### src/rtl/potCmdPkg.sv
package potCmdPkg;
  localparam int POS_W = 6;
  localparam int CH_N  = 2;
  localparam int REG_N = 4;
  localparam int IDX_W = $clog2(REG_N);

  localparam logic [3:0] OP_RD_WIP = 4'b1001;
  localparam logic [3:0] OP_WR_WIP = 4'b1010;
  localparam logic [3:0] OP_RD_DR  = 4'b1011;
  localparam logic [3:0] OP_WR_DR  = 4'b1100;
  localparam logic [3:0] OP_DR2W   = 4'b1101;
  localparam logic [3:0] OP_W2DR   = 4'b1110;
  localparam logic [3:0] OP_G_DR2W = 4'b0001;
  localparam logic [3:0] OP_G_W2DR = 4'b1000;
  localparam logic [3:0] OP_STEP   = 4'b0010;

  // strobes from control to datapath
  typedef struct packed {
    logic              recall;
    logic [CH_N-1:0]   wipLoad;
    logic              wipFromDr;
    logic [CH_N-1:0]   drStore;
    logic              drFromWip;
    logic [IDX_W-1:0]  idx;
    logic [POS_W-1:0]  hostVal;
    logic              step;
    logic              stepCh;
    logic              stepUp;
  } ctl_t;
endpackage

### src/rtl/potDatapath.sv
module potDatapath
  import potCmdPkg::*;
#(
  parameter logic [CH_N-1:0][POS_W-1:0] INIT_VALS = '0
) (
  input  logic                               clk,
  input  logic                               rstN,
  input  ctl_t                               ctl,
  output logic [CH_N-1:0][POS_W-1:0]         wiperQ,
  output logic [CH_N-1:0][REG_N-1:0][POS_W-1:0] drQ
);
  localparam logic [POS_W-1:0] POS_MAX = '1;

  logic [POS_W-1:0] wipMem [CH_N];
  logic [POS_W-1:0] drMem  [CH_N][REG_N];

  for (genvar c = 0; c < CH_N; c++) begin : g_ch
    logic stepHere;
    assign stepHere = ctl.step && (ctl.stepCh == 1'(c));

    always_ff @(posedge clk or negedge rstN) begin
      if (!rstN) begin
        wipMem[c] <= '0;
      end else if (ctl.recall) begin
        wipMem[c] <= drMem[c][0];
      end else if (ctl.wipLoad[c]) begin
        wipMem[c] <= ctl.wipFromDr ? drMem[c][ctl.idx] : ctl.hostVal;
      end else if (stepHere) begin
        if (ctl.stepUp) begin
          if (wipMem[c] != POS_MAX) wipMem[c] <= wipMem[c] + 1'b1;
        end else begin
          if (wipMem[c] != '0) wipMem[c] <= wipMem[c] - 1'b1;
        end
      end
    end
    assign wiperQ[c] = wipMem[c];

    for (genvar r = 0; r < REG_N; r++) begin : g_reg
      always_ff @(posedge clk or negedge rstN) begin
        if (!rstN)
          drMem[c][r] <= INIT_VALS[c] + POS_W'(r);
        else if (ctl.drStore[c] && (ctl.idx == IDX_W'(r)))
          drMem[c][r] <= ctl.drFromWip ? wipMem[c] : ctl.hostVal;
      end
      assign drQ[c][r] = drMem[c][r];
    end

    // registers of a channel move only when a store strobe names that channel
    assert_dr_hold_R6: assert property (@(posedge clk) disable iff (!rstN)
      !ctl.drStore[c] |=> $stable(drQ[c]));

    // an upward step from the top end leaves the wiper at the top end
    assert_step_sat_R10: assert property (@(posedge clk) disable iff (!rstN)
      (stepHere && ctl.stepUp && !ctl.recall && !ctl.wipLoad[c] && wiperQ[c] == POS_MAX)
        |=> wiperQ[c] == POS_MAX);

    // a downward step from zero leaves the wiper at zero
    assert_step_floor_R10: assert property (@(posedge clk) disable iff (!rstN)
      (stepHere && !ctl.stepUp && !ctl.recall && !ctl.wipLoad[c] && wiperQ[c] == '0)
        |=> wiperQ[c] == '0);
  end
endmodule

### src/rtl/potControl.sv
module potControl
  import potCmdPkg::*;
#(
  parameter int BUSY_CYCLES = 500000
) (
  input  logic                                  clk,
  input  logic                                  rstN,
  input  logic                                  wpN,
  input  logic                                  startStb,
  input  logic                                  stopStb,
  input  logic                                  byteStb,
  input  logic [7:0]                            byteIn,
  input  logic                                  stepStb,
  input  logic                                  stepUp,
  input  logic [CH_N-1:0][POS_W-1:0]            wiperQ,
  input  logic [CH_N-1:0][REG_N-1:0][POS_W-1:0] drQ,
  output ctl_t                                  ctl,
  output logic                                  ackOut,
  output logic                                  rdValid,
  output logic [7:0]                            rdData,
  output logic                                  stepMode,
  output logic                                  busy
);
  localparam int CNT_W = $clog2(BUSY_CYCLES + 1);

  typedef enum logic [3:0] {
    S_RECALL, S_IDLE, S_CMD, S_DATA, S_ARMED, S_READ, S_STEP, S_BUSY, S_DEAD
  } state_t;

  state_t            state;
  logic [3:0]        opReg;
  logic              chReg;
  logic [IDX_W-1:0]  idxReg;
  logic [POS_W-1:0]  hostReg;
  logic [POS_W-1:0]  rdReg;
  logic              ackReg;
  logic [CNT_W-1:0]  busyCnt;

  logic [3:0]        opIn;
  logic              chIn;
  logic [IDX_W-1:0]  idxIn;
  logic              opKnown;
  logic              cmdOk;
  logic [POS_W-1:0]  rdPick;
  logic              storeGo;

  assign opIn  = byteIn[7:4];
  assign chIn  = byteIn[0];
  assign idxIn = byteIn[3:2];

  always_comb begin
    case (opIn)
      OP_RD_WIP, OP_WR_WIP, OP_RD_DR, OP_WR_DR, OP_DR2W,
      OP_W2DR, OP_G_DR2W, OP_G_W2DR, OP_STEP: opKnown = 1'b1;
      default:                                opKnown = 1'b0;
    endcase
    cmdOk  = opKnown && !byteIn[1];
    rdPick = (opIn == OP_RD_WIP) ? wiperQ[chIn] : drQ[chIn][idxIn];
  end

  // strobe generation
  always_comb begin
    ctl         = '0;
    ctl.idx     = idxReg;
    ctl.hostVal = hostReg;
    ctl.stepCh  = chReg;
    ctl.stepUp  = stepUp;
    if (state == S_RECALL) ctl.recall = 1'b1;
    if (state == S_ARMED && stopStb && !startStb) begin
      case (opReg)
        OP_WR_WIP: ctl.wipLoad[chReg] = 1'b1;
        OP_DR2W: begin
          ctl.wipLoad[chReg] = 1'b1;
          ctl.wipFromDr      = 1'b1;
        end
        OP_G_DR2W: begin
          ctl.wipLoad   = '1;
          ctl.wipFromDr = 1'b1;
        end
        OP_WR_DR:  if (wpN) ctl.drStore[chReg] = 1'b1;
        OP_W2DR: begin
          if (wpN) ctl.drStore[chReg] = 1'b1;
          ctl.drFromWip = 1'b1;
        end
        OP_G_W2DR: begin
          if (wpN) ctl.drStore = '1;
          ctl.drFromWip = 1'b1;
        end
        default: ;
      endcase
    end
    if (state == S_STEP && stepStb && !startStb && !stopStb) ctl.step = 1'b1;
  end

  assign storeGo = |ctl.drStore;

  always_ff @(posedge clk or negedge rstN) begin
    if (!rstN) begin
      state   <= S_RECALL;
      opReg   <= '0;
      chReg   <= 1'b0;
      idxReg  <= '0;
      hostReg <= '0;
      rdReg   <= '0;
      ackReg  <= 1'b0;
      busyCnt <= '0;
    end else if (state == S_RECALL) begin
      state <= S_IDLE;
    end else if (state == S_BUSY) begin
      if (busyCnt == '0) state <= S_IDLE;
      else               busyCnt <= busyCnt - 1'b1;
    end else if (startStb) begin
      state <= S_CMD;
    end else if (stopStb) begin
      if (storeGo) begin
        state   <= S_BUSY;
        busyCnt <= CNT_W'(BUSY_CYCLES - 1);
        ackReg  <= 1'b0;
      end else begin
        state <= S_IDLE;
      end
    end else if (byteStb) begin
      case (state)
        S_CMD: begin
          if (cmdOk) begin
            ackReg <= 1'b1;
            opReg  <= opIn;
            chReg  <= chIn;
            idxReg <= idxIn;
            case (opIn)
              OP_RD_WIP, OP_RD_DR: begin
                state <= S_READ;
                rdReg <= rdPick;
              end
              OP_WR_WIP, OP_WR_DR: state <= S_DATA;
              OP_STEP:             state <= S_STEP;
              default:             state <= S_ARMED;
            endcase
          end else begin
            ackReg <= 1'b0;
            state  <= S_DEAD;
          end
        end
        S_DATA: begin
          ackReg  <= 1'b1;
          hostReg <= byteIn[POS_W-1:0];
          state   <= S_ARMED;
        end
        S_IDLE: ackReg <= 1'b0;
        default: begin
          ackReg <= 1'b0;
          state  <= S_DEAD;
        end
      endcase
    end
  end

  assign ackOut   = ackReg;
  assign rdValid  = (state == S_READ);
  assign rdData   = {2'b00, rdReg};
  assign stepMode = (state == S_STEP);
  assign busy     = (state == S_BUSY);

  // a busy window only opens from an unprotected store
  assert_busy_entry_R8: assert property (@(posedge clk) disable iff (!rstN)
    $rose(busy) |-> $past(wpN) && $past(stopStb));

  // nothing reaches the datapath while the store window is open
  assert_busy_quiet_R9: assert property (@(posedge clk) disable iff (!rstN)
    busy |-> (ctl.wipLoad == '0 && ctl.drStore == '0 && !ctl.step));

  // acknowledge stays low across the busy window
  assert_busy_nack_R9: assert property (@(posedge clk) disable iff (!rstN)
    (busy && $past(busy)) |-> !ackOut);

  // read, step and busy modes never overlap
  assert_modes_R4: assert property (@(posedge clk) disable iff (!rstN)
    $onehot0({busy, rdValid, stepMode}));
endmodule

### src/rtl/dualPotExec.sv
module dualPotExec
  import potCmdPkg::*;
#(
  parameter int               BUSY_CYCLES = 500000,
  parameter logic [POS_W-1:0] INIT_CH0    = 6'd21,
  parameter logic [POS_W-1:0] INIT_CH1    = 6'd42
) (
  input  logic       clk,
  input  logic       rstN,
  input  logic       wpN,
  input  logic       startStb,
  input  logic       stopStb,
  input  logic       byteStb,
  input  logic [7:0] byteIn,
  input  logic       stepStb,
  input  logic       stepUp,
  output logic       ackOut,
  output logic       rdValid,
  output logic [7:0] rdData,
  output logic       stepMode,
  output logic       busy,
  output logic [5:0] wiper0,
  output logic [5:0] wiper1
);
  ctl_t                                  ctl;
  logic [CH_N-1:0][POS_W-1:0]            wiperQ;
  logic [CH_N-1:0][REG_N-1:0][POS_W-1:0] drQ;

  potControl #(.BUSY_CYCLES(BUSY_CYCLES)) u_ctl (
    .clk(clk), .rstN(rstN), .wpN(wpN),
    .startStb(startStb), .stopStb(stopStb),
    .byteStb(byteStb), .byteIn(byteIn),
    .stepStb(stepStb), .stepUp(stepUp),
    .wiperQ(wiperQ), .drQ(drQ), .ctl(ctl),
    .ackOut(ackOut), .rdValid(rdValid), .rdData(rdData),
    .stepMode(stepMode), .busy(busy)
  );

  potDatapath #(.INIT_VALS({INIT_CH1, INIT_CH0})) u_dp (
    .clk(clk), .rstN(rstN), .ctl(ctl),
    .wiperQ(wiperQ), .drQ(drQ)
  );

  assign wiper0 = wiperQ[0];
  assign wiper1 = wiperQ[1];
endmodule

### config.mk
export PLATFORM = sky130hd
export DESIGN_NAME = dualPotExec
export DESIGN_NICKNAME = d
export VERILOG_FILES = /design/src/rtl/potCmdPkg.sv /design/src/rtl/potDatapath.sv /design/src/rtl/potControl.sv /design/src/rtl/dualPotExec.sv
export SDC_FILE = /design/constraint.sdc
export NUM_CORES = 1
export LEC_CHECK = 0
export BUFFER_PORTS_ARGS = -buffer_cell sky130_fd_sc_hd__clkbuf_2
export CORE_MARGIN = 4
export CORE_UTILIZATION = 40
export DETAILED_ROUTE_END_ITERATION = 7
export PLACE_DENSITY = 0.67
export SLEW_MARGIN = 20
export SYNTH_ARGS = -nofsm -noshare
export SYNTH_HDL_FRONTEND = slang
export SYNTH_SLANG_ARGS = --single-unit
### constraint.sdc
create_clock -name clk -period 3.9 [get_ports clk]
set_input_delay 0 -clock clk [delete_from_list [all_inputs] [get_ports clk]]
set_output_delay 0 -clock clk [all_outputs]
set_load 0.01 [all_outputs]
==> flow_metrics.py, run 1 <==
metrics = {
    "final_layout": {
        "area_growth_pct": 10.0,
        "drive_gt1_share_pct": 26.7,
        "num-nets-final": 674,
        "num_antenna_cells": 0,
        "fin_area_sq_um": 7250,
        "num-fill-cells": 1496,
    },
    "synthesis": {
        "synth-edff-count": 0,
        "postSynthAreaPerCell_sq_um": 10.5,
        "ys_seq_area_share_pct": 39.6,
        "ys_ff_latch": 103,
        "async_flop_share_pct": 100,
        "syn-cell-area_sq_um": 6590,
        "synthFlopType": "dfrtp_1",
        "synthCells": 627,
        "ys_warn_count": 0,
        "synth_cell_types": 65,
    },
    "sta": {
        "rsz0062_at_grt": "no",
        "max_freq_ghz": 0.334,
        "worst_pin_slew_ns": 1.10,
        "final.setup.tns_ns": 0,
        "hold_violations": 0,
        "min_period_ns": 3.00,
        "relSlewSlack_pct": 26.8,
        "setup_viol": 0,
        "final_max_slew_viol_count": 0,
        "clock_skew_ns": 0.0109,
        "finalCritPeriodShare_pct": 76.8,
    },
    "place": {
        "hpwl_mm": 12.3,
        "post_dp_cell_area_sq_um": 6920,
        "gp_congestion": 0.844,
        "numPortBuffers": 37,
    },
    "die": {
        "pin_count": 40,
        "num_rows": 46,
        "coreArea_sq_um": 16000,
        "die_y_um": 136,
        "die-area_sq_um": 18600,
        "initial_core_util_pct": 41.2,
        "die_w_um": 136,
    },
    "clock_network": {
        "clock-sinks": 103,
        "post_cts_buffers": 0,
        "clockBufferDepth": 2,
        "clk_pin_slew_worst_paths_ns": 0.07,
        "htree_num_levels": 3,
        "post_cts_resized": 0,
        "cts_buffers": 9,
        "worstSkewPairLatency_ns": 0.35,
        "root_buffer": "clkbuf_16",
        "cts_tree": "yes",
        "cts_hold_buf": 4,
    },
    "setup_path": {
        "cpMostUsedCell": "mux2_2",
        "cp_slowest_stage_delay_ns": 0.63,
        "crit_type": "reg2reg",
        "end_kind": "flip-flop",
        "crit_fanout": 14,
        "arrival_ns": 3.22,
        "cp_cell_sequence": "or4b_4 > nor3_4 > nand3_1 > mux2_2 > mux2_2",
        "startpoint_type": "flip-flop",
        "cpMaxStageDelayCell": "or4b_4",
        "required_ns": 4.13,
    },
    "power_and_ir_drop": {
        "p_per_area_nw_per_um2": 477,
        "intPower_mw": 2.15,
        "combinationalPowerShare_pct": 31.1,
        "p_leak_nw": 3.17,
        "ir_drop_v": 0.000197,
        "seqPwrFrac_pct": 43.8,
        "fin_total_pwr_mw": 3.45,
        "switching_share_pct": 37.8,
        "netSwitchingPower_mw": 1.31,
        "clkPwrFrac_pct": 25.1,
    },
    "route": {
        "wl_mm": 17.3,
        "dr_wl_met3_mm": 1.20,
        "wl_per_cell_um": 20.0,
        "via_count": 5229,
        "antenna_left": 0,
        "dr_wl_met2_mm": 8.35,
        "drtPass1Iterations": 5,
        "wl_met1_mm": 7.50,
        "drt-initial-drc-count": 482,
        "topRoutingLayerUsed": "met4",
        "vias_per_cell": 6.05,
        "route.detailed.drc": 0,
    },
    "global_routing": {
        "grt_first_pass_wirelength_mm": 27.8,
        "grtUsageTotal_pct": 19.3,
        "grt_pass1_vias": 5072,
        "gr-total-overflow": 0,
        "antenna_found_initial": 0,
        "grt_max_degree": 82,
    },
    "min_path": {
        "hp-class": "in2reg",
    },
    "flow_run": {
        "maxCapViolCount": 0,
    },
    "outcome": {
        "status": "finished clean",
    },
}
-- cell type report --
class                   instances  area [sq um]  share of cell area, %
multi-input cells             470          3770                   52.0
flip-flops and latches        103          2610                   36.0
well taps                     216           270                   3.73
repair buffers                 45           262                   3.61
clock buffers                  11           243                   3.35
inverters                      14          52.6                  0.725
clock inverters                 5          41.3                  0.570
-- per-layer routing --
metal	GRT usage, %	vias to the layer above
li1	-	2382
met1	27.3	2619
met2	31.0	209
met3	3.44	19
met4	4.76	0
met5	0	-
-- cell usage in the layout (no fill, tap or decap), drive strengths merged, types with 12 or more instances in the layout --
cell    count
a21oi      24
clkbuf     47
dfrtp      77
dfstp      26
ha         13
inv        15
mux2       55
mux2i      35
mux4       24
nand2      55
nand2b     14
nand3      14
nor2       19
nor2b      12
nor3       15
nor4       12
o21ai      41
-- critical path: cells and delay by family (launching register included) --
kind             cells  cell delay, ns
muxes                2            0.82
DFF                  1            0.53
and+or+nand+nor      3            1.53
-- worst paths after layout --
kind	startpoint	end	slack, ns	depth (start not counted)
worst min register to register	u_ctl.busyCnt[0]$_DFFE_PN0P_	u_ctl.busyCnt[0]$_DFFE_PN0P_	0.50	1
worst max-delay path	u_ctl.state[1]$_DFFE_PN0P_	u_dp.drQ[26]$_DFFE_PN0P_	0.90	5
min in group asynchronous	rstN	u_ctl.busyCnt[14]$_DFFE_PN0P_	0.26	2
worst max register to register	u_ctl.state[1]$_DFFE_PN0P_	u_dp.drQ[26]$_DFFE_PN0P_	0.90	5
worst min-delay path	byteIn[6]	u_ctl.opReg[2]$_DFFE_PN0P_	0.02	2
max in group asynchronous	rstN	u_dp.drQ[25]$_DFFE_PN1P_	2.79	3
-- cells in the mapped netlist, types with 4 or more instances --
cell type | n | area (sq um)
mux4_2 | 24 | 541
nor2b_1 | 12 | 75.1
xnor2_1 | 6 | 52.6
inv_1 | 14 | 52.6
o21ai_0 | 40 | 200
o31a_1 | 4 | 35.0
a31oi_1 | 5 | 31.3
a211oi_1 | 8 | 60.1
nand4_1 | 9 | 56.3
nor3_1 | 14 | 70.1
or3_1 | 10 | 62.6
dfrtp_1 | 77 | 1930
nor4_1 | 10 | 62.6
a21oi_1 | 24 | 120
and2_1 | 8 | 50.1
clkbuf_1 | 32 | 120
nor3b_1 | 5 | 37.5
a221o_1 | 4 | 40.0
a21o_1 | 7 | 52.6
ha_1 | 13 | 163
nand2b_1 | 14 | 87.6
buf_2 | 4 | 20.0
nor2_1 | 19 | 71.3
nand2_1 | 55 | 206
mux2i_1 | 35 | 350
mux2_2 | 55 | 619
or4_1 | 8 | 60.1
and3_1 | 8 | 50.1
dfstp_2 | 26 | 683
nand3_1 | 14 | 70.1
-- power by group through the flow --
stage	clock, mW	sequential (mW)	combinational, mW
after detailed placement	0	1.52	1.06
after global routing	0.933	1.54	1.20
after global placement	0	1.51	1.03
after floorplan	0	1.36	0.867
final	0.866	1.51	1.08
after CTS	0.882	1.50	1.07
-- kinds of logic after synthesis --
kind of cell / Yosys count / share of synthesized area [%]
fa+ha+maj: 15 / 3.08
compound gates: 121 / 11.9
xor+xnor: 9 / 1.20
simple gates: 209 / 17.9
mux: 114 / 22.9
buf+inv: 55 / 3.32
other cells: 1 / 0.0569
flops: 103 / 39.6
-- through the flow --
step / std cells / util, % / setup slack (ns) / hold slack [ns]
after floorplan: 628 / - / 1.54 / -0.296
after global placement: 844 / 43.3 / 1.03 / 0.237
after detailed placement: 844 / 43.3 / 0.957 / 0.256
after CTS: 864 / 45.3 / 0.920 / 0.00364
after global routing: 864 / 45.3 / 0.797 / 0.0271
final: 864 / 45.3 / 0.904 / 0.0202
-- state kept, by name, indices dropped and copies added (netlist names) --
register	count
u_ctl.opReg	4
u_dp.drQ	48
u_ctl.ackOut	1
u_ctl.hostReg	6
u_ctl.idxReg	2
u_ctl.state	4
u_ctl.chReg	1
u_ctl.busyCnt	19
u_ctl.rdReg	6
u_dp.wiperQ	12
No activity file was read; power rests on OpenSTA's default activity.
==> run 2: changes to the inputs <==
- clock period: 3.9 -> 3.1 ns (I/O delays scaled with it)
==> run 2 against run 1 <==
Via count shrank 0.38%. Total power grew 26%. First-iteration DRC count grew 4.4%. Sequential share of layout area shrank 0.23 points. Critical path depth is the same. Non-clock buffer count grew 7. Clock power grew 27%.
==> flow_metrics.py, run 2 (synthesis results as in run 1) <==
metrics = {
    "clock_network": {
        "clock-sinks": 103,
        "htree_num_levels": 3,
        "cts_buffers": 9,
        "root_buffer": "clkbuf_16",
        "clockBufferDepth": 2,
        "cts_tree": "yes",
        "worstSkewPairLatency_ns": 0.35,
        "clk_pin_slew_worst_paths_ns": 0.08,
    },
    "global_routing": {
        "grt_max_degree": 40,
        "grt_first_pass_wirelength_mm": 27.7,
        "grtUsageTotal_pct": 19.0,
        "grt_pass1_vias": 5142,
        "gr-total-overflow": 0,
        "antenna_found_initial": 0,
    },
    "route": {
        "via_count": 5209,
        "drtPass1Iterations": 4,
        "wl_per_cell_um": 19.2,
        "route.detailed.drc": 0,
        "vias_per_cell": 5.98,
        "antenna_left": 0,
        "drt-initial-drc-count": 503,
        "wl_mm": 16.7,
    },
    "sta": {
        "min_period_ns": 2.80,
        "final.setup.tns_ns": 0,
        "rsz0062_at_grt": "no",
        "relSlewSlack_pct": 30.9,
        "max_freq_ghz": 0.358,
        "hold_violations": 0,
        "finalCritPeriodShare_pct": 90.2,
        "setup_viol": 0,
        "clock_skew_ns": 0.0117,
        "final_max_slew_viol_count": 0,
        "worst_pin_slew_ns": 1.04,
    },
    "final_layout": {
        "largest_reg_flops": 48,
        "fin_area_sq_um": 7300,
        "drive_gt1_share_pct": 27.5,
        "num_antenna_cells": 0,
        "final_common_cell": "dfrtp_1",
        "final_cell_mix": "dfrtp_1, nand2_1, mux2_2",
        "area_growth_pct": 10.7,
        "num-fill-cells": 1512,
        "num-nets-final": 681,
    },
    "die": {
        "initial_core_util_pct": 41.2,
        "coreArea_sq_um": 16000,
        "die_y_um": 136,
        "num_rows": 46,
        "pin_count": 40,
        "die-area_sq_um": 18600,
        "die_w_um": 136,
    },
    "setup_path": {
        "crit_fanout": 15,
        "startpoint_type": "flip-flop",
        "crit_type": "reg2reg",
        "required_ns": 3.33,
        "arrival_ns": 3.03,
        "end_kind": "flip-flop",
    },
    "outcome": {
        "status": "finished clean",
    },
    "place": {
        "hpwl_mm": 12.5,
        "numPortBuffers": 37,
        "gp_congestion": 0.870,
        "post_dp_cell_area_sq_um": 6970,
    },
    "power_and_ir_drop": {
        "ir_drop_v": 0.000285,
        "p_leak_nw": 3.20,
        "p_per_area_nw_per_um2": 597,
    },
    "min_path": {
        "hp-class": "in2reg",
    },
    "flow_run": {
        "maxCapViolCount": 0,
    },
}
[run 2: cell types whose count changed in the layout (fill, tap and decap cells not counted), sizes merged]
cell	delta
buf	+6
clkbuf	-2
dlygate4sd3	+1
inv	+2
[run 2: path summary, 6_finish.rpt]
kind / from / to / slack [ns] / cells past startpoint
min reg2reg: u_dp.drQ[12]$_DFFE_PN1P_ / u_dp.drQ[12]$_DFFE_PN1P_ / 0.49 / 2
max in group asynchronous: rstN / u_dp.drQ[27]$_DFFE_PN1P_ / 2.09 / 3
max: u_ctl.state[0]$_DFFE_PN0P_ / u_ctl.busyCnt[10]$_DFFE_PN0P_ / 0.30 / 5
min: byteIn[6] / u_ctl.opReg[2]$_DFFE_PN0P_ / 0.03 / 2
max reg2reg: u_ctl.state[0]$_DFFE_PN0P_ / u_ctl.busyCnt[10]$_DFFE_PN0P_ / 0.30 / 5
min in group asynchronous: rstN / u_ctl.busyCnt[13]$_DFFE_PN0P_ / 0.15 / 2
[run 2: routing by layer]
| layer | part of all wire, % | routed length [um] | vias up | global-route usage, % |
|---|---|---|---|---|
| li1 | - | - | 2404 | - |
| met1 | 46 | 7680 | 2648 | 27.1 |
| met2 | 47 | 7840 | 140 | 29.2 |
| met3 | 5.6 | 937 | 17 | 3.29 |
| met4 | 1.5 | 252 | 0 | 6.49 |
| met5 | 0 | 0 | - | 0 |
[run 2: critical path, cell delays in order (launching register included)]
cell	delay [ns]
dfrtp_1	0.52
or4b_4	0.58
nor4_2	0.41
a21oi_1	0.41
or4_1	0.62
mux2i_1	0.13
[run 2: area by class of cell]
| type | instances | area (sq um) | share of cell area, % |
|---|---|---|---|
| tap | 216 | 270 | 3.70 |
| inverter | 14 | 52.6 | 0.720 |
| sequential | 103 | 2610 | 35.8 |
| timing repair buffer | 52 | 313 | 4.29 |
| clock inverter | 7 | 55.1 | 0.755 |
| clock buffer | 9 | 225 | 3.09 |
| multi-input combinational | 470 | 3770 | 51.7 |
[run 2: timing repair]
item,4_1_cts,5_1_grt
hold endpoints to repair,43,0
setup endpoints to repair,0,0
setup buffers,0,0
resized for setup,0,0
hold buffers,5,0
[run 2: metrics by stage]
| step | total power, mW | hold slack [ns] | utilization (%) | instances | setup slack, ns |
|---|---|---|---|---|---|
| after floorplan | 2.80 | -0.296 | - | 628 | 0.743 |
| after global routing | 4.63 | 0.0353 | 45.6 | 871 | 0.207 |
| after detailed placement | 3.25 | -0.00580 | 43.5 | 850 | 0.352 |
| after global placement | 3.19 | -0.0111 | 43.5 | 850 | 0.449 |
| after CTS | 4.36 | 0.00867 | 45.6 | 871 | 0.340 |
| final | 4.35 | 0.0285 | 45.6 | 871 | 0.304 |
[run 2: report_power, final]
part | switching (mW) | internal, mW
combinational | 0.774 | 0.630
sequential | 0.344 | 1.51
clock | 0.545 | 0.554
total | 1.66 | 2.69
